==> src/rtl/stepper_pkg.sv <==
package stepper_pkg;
  localparam int STEPS = 4;
  localparam int IDX_W = $clog2(STEPS);
  localparam int COIL_W = 4;

  typedef logic [IDX_W-1:0]  pos_t;
  typedef logic [COIL_W-1:0] coil_t;

  // Two-on excitation, bit order A1 A2 B1 B2 (MSB..LSB)
  function automatic coil_t coil_pattern(input pos_t pos);
    coil_t c;
    case (pos)
      2'd0:    c = 4'b1010;
      2'd1:    c = 4'b0110;
      2'd2:    c = 4'b0101;
      default: c = 4'b1001;
    endcase
    return c;
  endfunction
endpackage

==> src/rtl/step_timer.sv <==
module step_timer #(
  parameter int PERIOD_W = 16
) (
  input  logic                clk,
  input  logic                rst,
  input  logic                enable,
  input  logic [PERIOD_W-1:0] period,
  output logic                tick
);
  logic [PERIOD_W-1:0] remain_q;

  assign tick = enable && (remain_q == '0);

  // Reload when idle or on expiry; otherwise count down
  always_ff @(posedge clk) begin
    if (rst)
      remain_q <= '0;
    else if (!enable || remain_q == '0)
      remain_q <= period;
    else
      remain_q <= remain_q - 1'b1;
  end
endmodule

==> src/rtl/phase_walker.sv <==
module phase_walker
  import stepper_pkg::*;
(
  input  logic clk,
  input  logic rst,
  input  logic advance,
  input  logic reverse,
  output pos_t pos_next
);
  pos_t pos_q;

  // Same table, walked up or down; wrap comes from the index width
  always_comb begin
    if (!advance)      pos_next = pos_q;
    else if (reverse)  pos_next = pos_q - 1'b1;
    else               pos_next = pos_q + 1'b1;
  end

  always_ff @(posedge clk) begin
    if (rst) pos_q <= '0;
    else     pos_q <= pos_next;
  end
endmodule

==> src/rtl/coil_driver.sv <==
module coil_driver
  import stepper_pkg::*;
(
  input  logic  clk,
  input  logic  rst,
  input  logic  load,
  input  pos_t  pos_next,
  output coil_t winding,
  output logic  step_strobe
);
  always_ff @(posedge clk) begin
    if (rst) begin
      winding     <= coil_pattern('0);
      step_strobe <= 1'b0;
    end else begin
      step_strobe <= load;
      if (load) winding <= coil_pattern(pos_next);
    end
  end
endmodule

==> src/rtl/stepper_seq.sv <==
module stepper_seq
  import stepper_pkg::*;
#(
  parameter int PERIOD_W = 16
) (
  input  logic                clk,
  input  logic                rst,
  input  logic                enable,
  input  logic                reverse,
  input  logic [PERIOD_W-1:0] period,
  output logic [3:0]          winding,
  output logic                step_strobe
);
  logic tick;
  pos_t pos_next;

  step_timer #(.PERIOD_W(PERIOD_W)) u_timer (
    .clk(clk), .rst(rst), .enable(enable), .period(period), .tick(tick)
  );

  phase_walker u_walk (
    .clk(clk), .rst(rst), .advance(tick), .reverse(reverse), .pos_next(pos_next)
  );

  coil_driver u_drv (
    .clk(clk), .rst(rst), .load(tick), .pos_next(pos_next),
    .winding(winding), .step_strobe(step_strobe)
  );
endmodule

==> config.mk <==
export PLATFORM = sky130hd
export DESIGN_NAME = stepper_seq
export DESIGN_NICKNAME = d
export VERILOG_FILES = /design/src/rtl/stepper_pkg.sv /design/src/rtl/step_timer.sv /design/src/rtl/phase_walker.sv /design/src/rtl/coil_driver.sv /design/src/rtl/stepper_seq.sv
export SDC_FILE = /design/constraint.sdc
export NUM_CORES = 1
export LEC_CHECK = 0
export ABC_AREA = 0
export ABC_CLOCK_PERIOD_IN_PS = 5970
export BUFFER_PORTS_ARGS = -buffer_cell sky130_fd_sc_hd__buf_2
export CORE_MARGIN = 1
export CORE_UTILIZATION = 31
export DETAILED_ROUTE_END_ITERATION = 12
export SYNTH_ARGS = -nofsm -noshare
export SYNTH_HDL_FRONTEND = slang
export SYNTH_SLANG_ARGS = --single-unit
==> constraint.sdc <==
create_clock -name clk -period 5.97 [get_ports clk]
set_input_delay 0.8955 -clock clk [delete_from_list [all_inputs] [get_ports clk]]
set_output_delay 0.8955 -clock clk [all_outputs]
set_load 0.005 [all_outputs]
==> results.md, run 1 <==
- Core area: 3744 um2
- Hold EP: u_drv.winding[3]$_SDFFE_PP1P_
- PwrDens: 238.7 nW/um2
- Hpwl dp: 1745 um
- Max_cap viols: 0
- Reg-to-reg setup timing slack: 3.41 ns
- Critical path class: flop to flop
- Pre-CTS setup slack: 3.412 ns
- Num CTS Buffers: 3
- Met3 GRT Util: 0.04577
- Fmax: 389.9 MHz
- Die W: 65.05 um
- Die area: 4232 um2
- Slew headroom: 0.6989
- Initial core utilization: 0.3292
- Post-synth design cell area: 1232 um2
- Post-synthesis area per instance: 9.266 um2
- Final TNS setup: 0 ns
- Asr flop ratio synth: 0
- Pin count of the biggest net entering global routing: 31
- Setup crit start kind: flop
- Min-delay src: u_drv.winding[3]$_SDFFE_PP1P_
- Hold path depth: 2
- Post-layout net count: 183
- Most frequent cells in the layout: buf_2, nor2_1, dfxtp_1
- Syn. warnings: 0
- Clk slew on worst S/H paths: 0.08 ns
- Diodes inserted: 0
- WL/cell: 11.46 um
- # rows: 22
- Worst VDD drop: 0.1412 mV
- Post-synthesis net count: 159
- Clk Tree Root Cell: clkbuf_8
- Sequential share of the synthesized area: 0.3736
- Endpoint class of the critical path: flop
- Hold buffers post-CTS: 0
- CTS tree: done
- Antenna violations before repair: 0
- Final Setup Violations: 0
- Final wirelength: 2338 um
- Die Span Y: 65.05 um
- Final GP Congestion: 0.7508
- GRT Max-Usage Layer: met2
- Setup ws final: 3.405 ns
- Slew @ Worst Pin: 0.4516 ns
- Met2 Usage GRT: 0.2070
- RSZ-0062 raised after global routing: false
- Routed vias: 979
- Via density: 4.799
- Layout cell share with drive strength beyond 1: 0.2500
- Final Slew Violations: 0
- LEAKAGE: 0.5755 nW
- Commonest non-fill, non-tap cell in the layout: buf_2
- Reg-to-reg critical path endpoint: u_drv.winding[1]$_SDFFE_PP1P_
- Total Routing Usage GR: 0.1234
- Clock Sinks: 23
- Most frequently used flop master after synthesis: dfxtp_1
- Htree depth: 1
- Synthesis-stage register bit count: 23
- Post-CTS resize count: 0
- Synth-to-Final Area Change: 15.23%
- Final Hold Vio Count: 0
- Status: complete, no violations
- First-pass GRT wire length: 4112 um
- EDFF count, synth: 0
- Worst path required time: 6.13 ns
- Period minus WS final: 2.565 ns
- GR Util met1: 0.1534
- Top Ports: 25
- RR Startpoint: u_timer.remain_q[11]$_SDFF_PP0_
- Synthesized instance count: 133
- Clock Tree Buf Depth: 2
- Global route total overflow: 0
- Synth cell types: 32
- Worst EP arrival: 2.73 ns
- DR pass1 iterations: 4
- Worst Skew: 0.003510 ns
- Min-delay worst type: flop to flop
- Initial DRC Count: 34
- Fillers: 415
- R2R depth: 9
- Period utilisation layout: 0.4296
- Postcts setup bufs: 0
- Largest fanout on the critical path: 5
- Antenna viol nets, final: 0
- Drt drc: 0
- Vias in the first global route: 939
- Port buffer count: 24
- Skew-Pair Late Insertion Delay: 0.26 ns
==> worst max-delay path: stages (launching register included) <==
cell     delay [ns]
dfxtp_1        0.34
or4_4          0.58
nor4b_4        0.38
and3_4         0.28
xnor2_2        0.15
inv_1          0.11
ha_1           0.20
nor2_1         0.11
nor3_1         0.06
a211o_1        0.26
==> per-layer routing <==
layer | part of all wire | vias to the layer above | wire [um]
li1 | - | 507 | -
met4 | 0 | 0 | 0
met5 | 0 | - | 0
met1 | 0.48 | 450 | 1127
met2 | 0.46 | 22 | 1078
met3 | 0.056 | 0 | 132
==> cell usage after synthesis (2+ instances only) <==
master / count / area [um2]
ha_1: 6 / 75.07
dfxtp_1: 23 / 460.4
a211oi_1: 13 / 97.59
nand2_1: 7 / 26.28
nor3b_1: 2 / 15.01
clkbuf_1: 3 / 11.26
inv_1: 5 / 18.77
xor2_1: 9 / 78.83
a21oi_1: 2 / 10.01
nor3_1: 7 / 35.03
nor2_1: 23 / 86.33
nand3b_1: 2 / 15.01
xnor2_1: 6 / 52.55
buf_6: 3 / 33.78
nand3_1: 3 / 15.01
nor4_1: 2 / 12.51
or4_4: 2 / 22.52
==> registers in the layout, indices dropped and copies added (netlist names) <==
| signal | count |
|---|---|
| u_walk.pos_q | 2 |
| u_drv.step_strobe | 1 |
| u_timer.remain_q | 16 |
| u_drv.winding | 4 |
==> area by class of cell <==
| class | count | area, um2 | share of cell area |
|---|---|---|---|
| Multi-Input combinational cell | 99 | 708.2 | 0.4987 |
| Inverter | 5 | 18.77 | 0.01322 |
| Tap cell | 48 | 60.06 | 0.04229 |
| Sequential cell | 23 | 460.4 | 0.3242 |
| Timing Repair Buffer | 25 | 127.6 | 0.08987 |
| Clock buffer | 4 | 45.04 | 0.03172 |
==> stage by stage <==
stage	utilization	hold slack, ns	instances	total power [mW]	area (um2)
after detailed placement	0.3673	0.4364	200	0.2462	1375
after global routing	0.3793	0.4871	204	0.3580	1420
final	0.3793	0.4458	204	0.3390	1420
after CTS	0.3793	0.4494	204	0.3444	1420
after global placement	0.3673	0.4406	200	0.2444	1375
after floorplan	-	0.4388	133	0.2301	1232
==> how the worst max path moves through the flow <==
stage                                         start                             to  slack [ns]  cells after the start
finish              u_timer.remain_q[11]$_SDFF_PP0_  u_drv.winding[1]$_SDFFE_PP1P_        3.41                      9
global route        u_timer.remain_q[11]$_SDFF_PP0_  u_drv.winding[2]$_SDFFE_PP0P_        3.22                      8
CTS                 u_timer.remain_q[11]$_SDFF_PP0_  u_drv.winding[1]$_SDFFE_PP1P_        3.40                      9
detailed placement  u_timer.remain_q[11]$_SDFF_PP0_  u_drv.winding[1]$_SDFFE_PP1P_        3.41                      9
global placement    u_timer.remain_q[11]$_SDFF_PP0_  u_drv.winding[1]$_SDFFE_PP1P_        3.51                      9
floorplan           u_timer.remain_q[11]$_SDFF_PP0_  u_drv.winding[1]$_SDFFE_PP1P_        3.58                      9
==> logic make-up (layout without fill, tap and decap cells) <==
family,after synthesis,in the layout,synth area share
buffers and inverters,11,34,0.05178
xor gates and xnor gates,16,16,0.1198
AOI/OAI and AO/OA,19,19,0.1198
DFF,23,23,0.3736
muxes,1,1,0.008122
and+or+nand+nor,57,57,0.2660
adders and majority gates,6,6,0.06091
==> power breakdown <==
| part | switching, mW | internal [mW] |
|---|---|---|
| registers | 0.0108 | 0.164 |
| logic | 0.0357 | 0.0321 |
| clock network | 0.0487 | 0.0477 |
Note: power is estimated with default switching activity, not from simulation.
==> inputs of run 2 (changes only) <==
--- a/config.mk
+++ b/config.mk
@@ -6,7 +6,7 @@
 export NUM_CORES = 1
 export LEC_CHECK = 0
 export ABC_AREA = 0
-export ABC_CLOCK_PERIOD_IN_PS = 5970
+export ABC_CLOCK_PERIOD_IN_PS = 2680
 export BUFFER_PORTS_ARGS = -buffer_cell sky130_fd_sc_hd__buf_2
 export CORE_MARGIN = 1
 export CORE_UTILIZATION = 31
==> constraint.sdc (replaced) <==
create_clock -name clk -period 2.68 [get_ports clk]
set_input_delay 0.402 -clock clk [delete_from_list [all_inputs] [get_ports clk]]
set_output_delay 0.402 -clock clk [all_outputs]
set_load 0.005 [all_outputs]
==> results.md, run 2 (same netlist as run 1, synthesis figures left out) <==
- Num CTS Buffers: 3
- Core area: 3744 um2
- Min-delay worst type: input port to flop
- Via density: 4.720
- Die Span Y: 65.05 um
- Total Routing Usage GR: 0.1187
- Worst EP arrival: 2.70 ns
- Final Slew Violations: 0
- Endpoint class of the critical path: flop
- CTS tree: done
- LEAKAGE: 0.5906 nW
- Diodes inserted: 0
- Hold buffers post-CTS: 0
- PwrDens: 522.2 nW/um2
- Commonest non-fill, non-tap cell in the layout: buf_2
- Largest fanout on the critical path: 5
- Max reg flops: 16
- Antenna violations before repair: 0
- WHS: 0.3959 ns
- Die W: 65.05 um
- Fmax: 392.2 MHz
- Setup crit start kind: flop
- Critical path class: flop to flop
- Layout cell share with drive strength beyond 1: 0.2767
- WL/cell: 11.63 um
- Die area: 4232 um2
- Htree depth: 1
- Port buffer count: 24
- Clock Tree Buf Depth: 2
- Power Internal: 546.3 uW
- Largest registers: u_timer.remain_q (16), u_drv.winding (4), u_walk.pos_q (2)
- Final Hold Vio Count: 0
- Max_cap viols: 0
- Util after Layout: 0.3874
- Switching share of power: 0.2786
- Initial core utilization: 0.3292
- Skew-Pair Late Insertion Delay: 0.26 ns
- Slew headroom: 0.7062
- Final GP Congestion: 0.7557
- Hpwl dp: 1769 um
- Drt drc: 0
- RSZ-0062 raised after global routing: false
- Initial DRC Count: 43
- Pin count of the biggest net entering global routing: 31
- Synth-to-Final Area Change: 17.66%
- Clk slew on worst S/H paths: 0.08 ns
- Vias in the first global route: 940
- Most frequent cells in the layout: buf_2, nor2_1, dfxtp_1
- Routed vias: 977
- Worst VDD drop: 0.3624 mV
- # rows: 22
- Antenna viol nets, final: 0
- Post-layout net count: 186
- Sequential group share of total power: 0.514
- Fillers: 421
- Clock Sinks: 23
- Power share of the combinational group: 0.207
- Global route total overflow: 0
- Worst Skew: 0.0009884 ns
- Period minus WS final: 2.550 ns
- Worst path required time: 2.83 ns
- DR pass1 iterations: 4
- Period utilisation layout: 0.9515
- Final wirelength: 2408 um
- Final Setup Violations: 0
- Slew @ Worst Pin: 0.4407 ns
- Largest Register: u_timer.remain_q
- First-pass GRT wire length: 3995 um
- Final TNS setup: 0 ns
- Clock network power share: 0.279
- P_sw: 211.0 uW
- Status: complete, no violations
- Top Ports: 25
- Clk Tree Root Cell: clkbuf_8
-- run 2: changes by cell type in the layout (fill, tap and decap cells not counted) --
cell / delta
xor2_1: -1
inv_2: +1
buf_4: +3
xor2_2: +1
inv_1: -1
-- run 2: cell type report --
type	count	area, um2	area share
clock buffer	4	45.04	0.03106
inverter	5	18.77	0.01294
multi-input combinational	99	715.7	0.4935
tap	48	60.06	0.04142
timing repair buffer	28	150.1	0.1035
sequential	23	460.4	0.3175
-- run 2: power groups by stage --
stage | clock network (mW) | registers [mW] | logic (mW)
2_1_floorplan | 0 | 0.392 | 0.120
3_3_place_gp | 0 | 0.396 | 0.151
3_5_place_dp | 0 | 0.397 | 0.154
4_1_cts | 0.222 | 0.389 | 0.156
5_1_grt | 0.233 | 0.393 | 0.174
6_report | 0.211 | 0.389 | 0.157
-- run 2: per-stage QoR --
step / power (mW) / instances / area [um2] / setup slack [ns]
floorplan: 0.5126 / 133 / 1232 / 0.2858
CTS: 0.7665 / 205 / 1428 / 0.04560
global route: 0.7999 / 207 / 1450 / 0.002591
global placement: 0.5468 / 201 / 1383 / 0.2243
finish: 0.7572 / 207 / 1450 / 0.1300
detailed placement: 0.5508 / 201 / 1383 / 0.06481
-- run 2: repair_timing --
item / CTS / global route
buffers inserted: 0 / 2
setup endpoints to repair: 0 / 2
gates resized for setup: 0 / 2
-- run 2: per-layer routing --
metal | share of wire | track usage | up-vias
met5 | 0 | 0 | -
met4 | 0 | 0.008152 | 0
met3 | 0.043 | 0.02641 | 0
met2 | 0.47 | 0.2201 | 20
met1 | 0.48 | 0.1442 | 443
li1 | - | - | 514
-- run 2: final timing paths --
path	startpoint	slack, ns	cells past startpoint	end
hold reg to reg	u_drv.winding[3]$_SDFFE_PP1P_	0.46	2	u_drv.winding[3]$_SDFFE_PP1P_
setup / recovery	u_timer.remain_q[13]$_SDFF_PP0_	0.13	9	u_drv.winding[1]$_SDFFE_PP1P_
hold / removal	period[0]	0.40	3	u_timer.remain_q[0]$_SDFF_PP0_
setup reg to reg	u_timer.remain_q[13]$_SDFF_PP0_	0.13	9	u_drv.winding[1]$_SDFFE_PP1P_
-- run 2: worst max-delay path: stages, from the launching register on --
cell	delay, ns
dfxtp_1	0.33
or4_4	0.58
nor4b_4	0.41
and3_4	0.28
xnor2_2	0.16
inv_2	0.08
ha_1	0.21
nor2_1	0.08
nor3_1	0.05
a211o_1	0.26
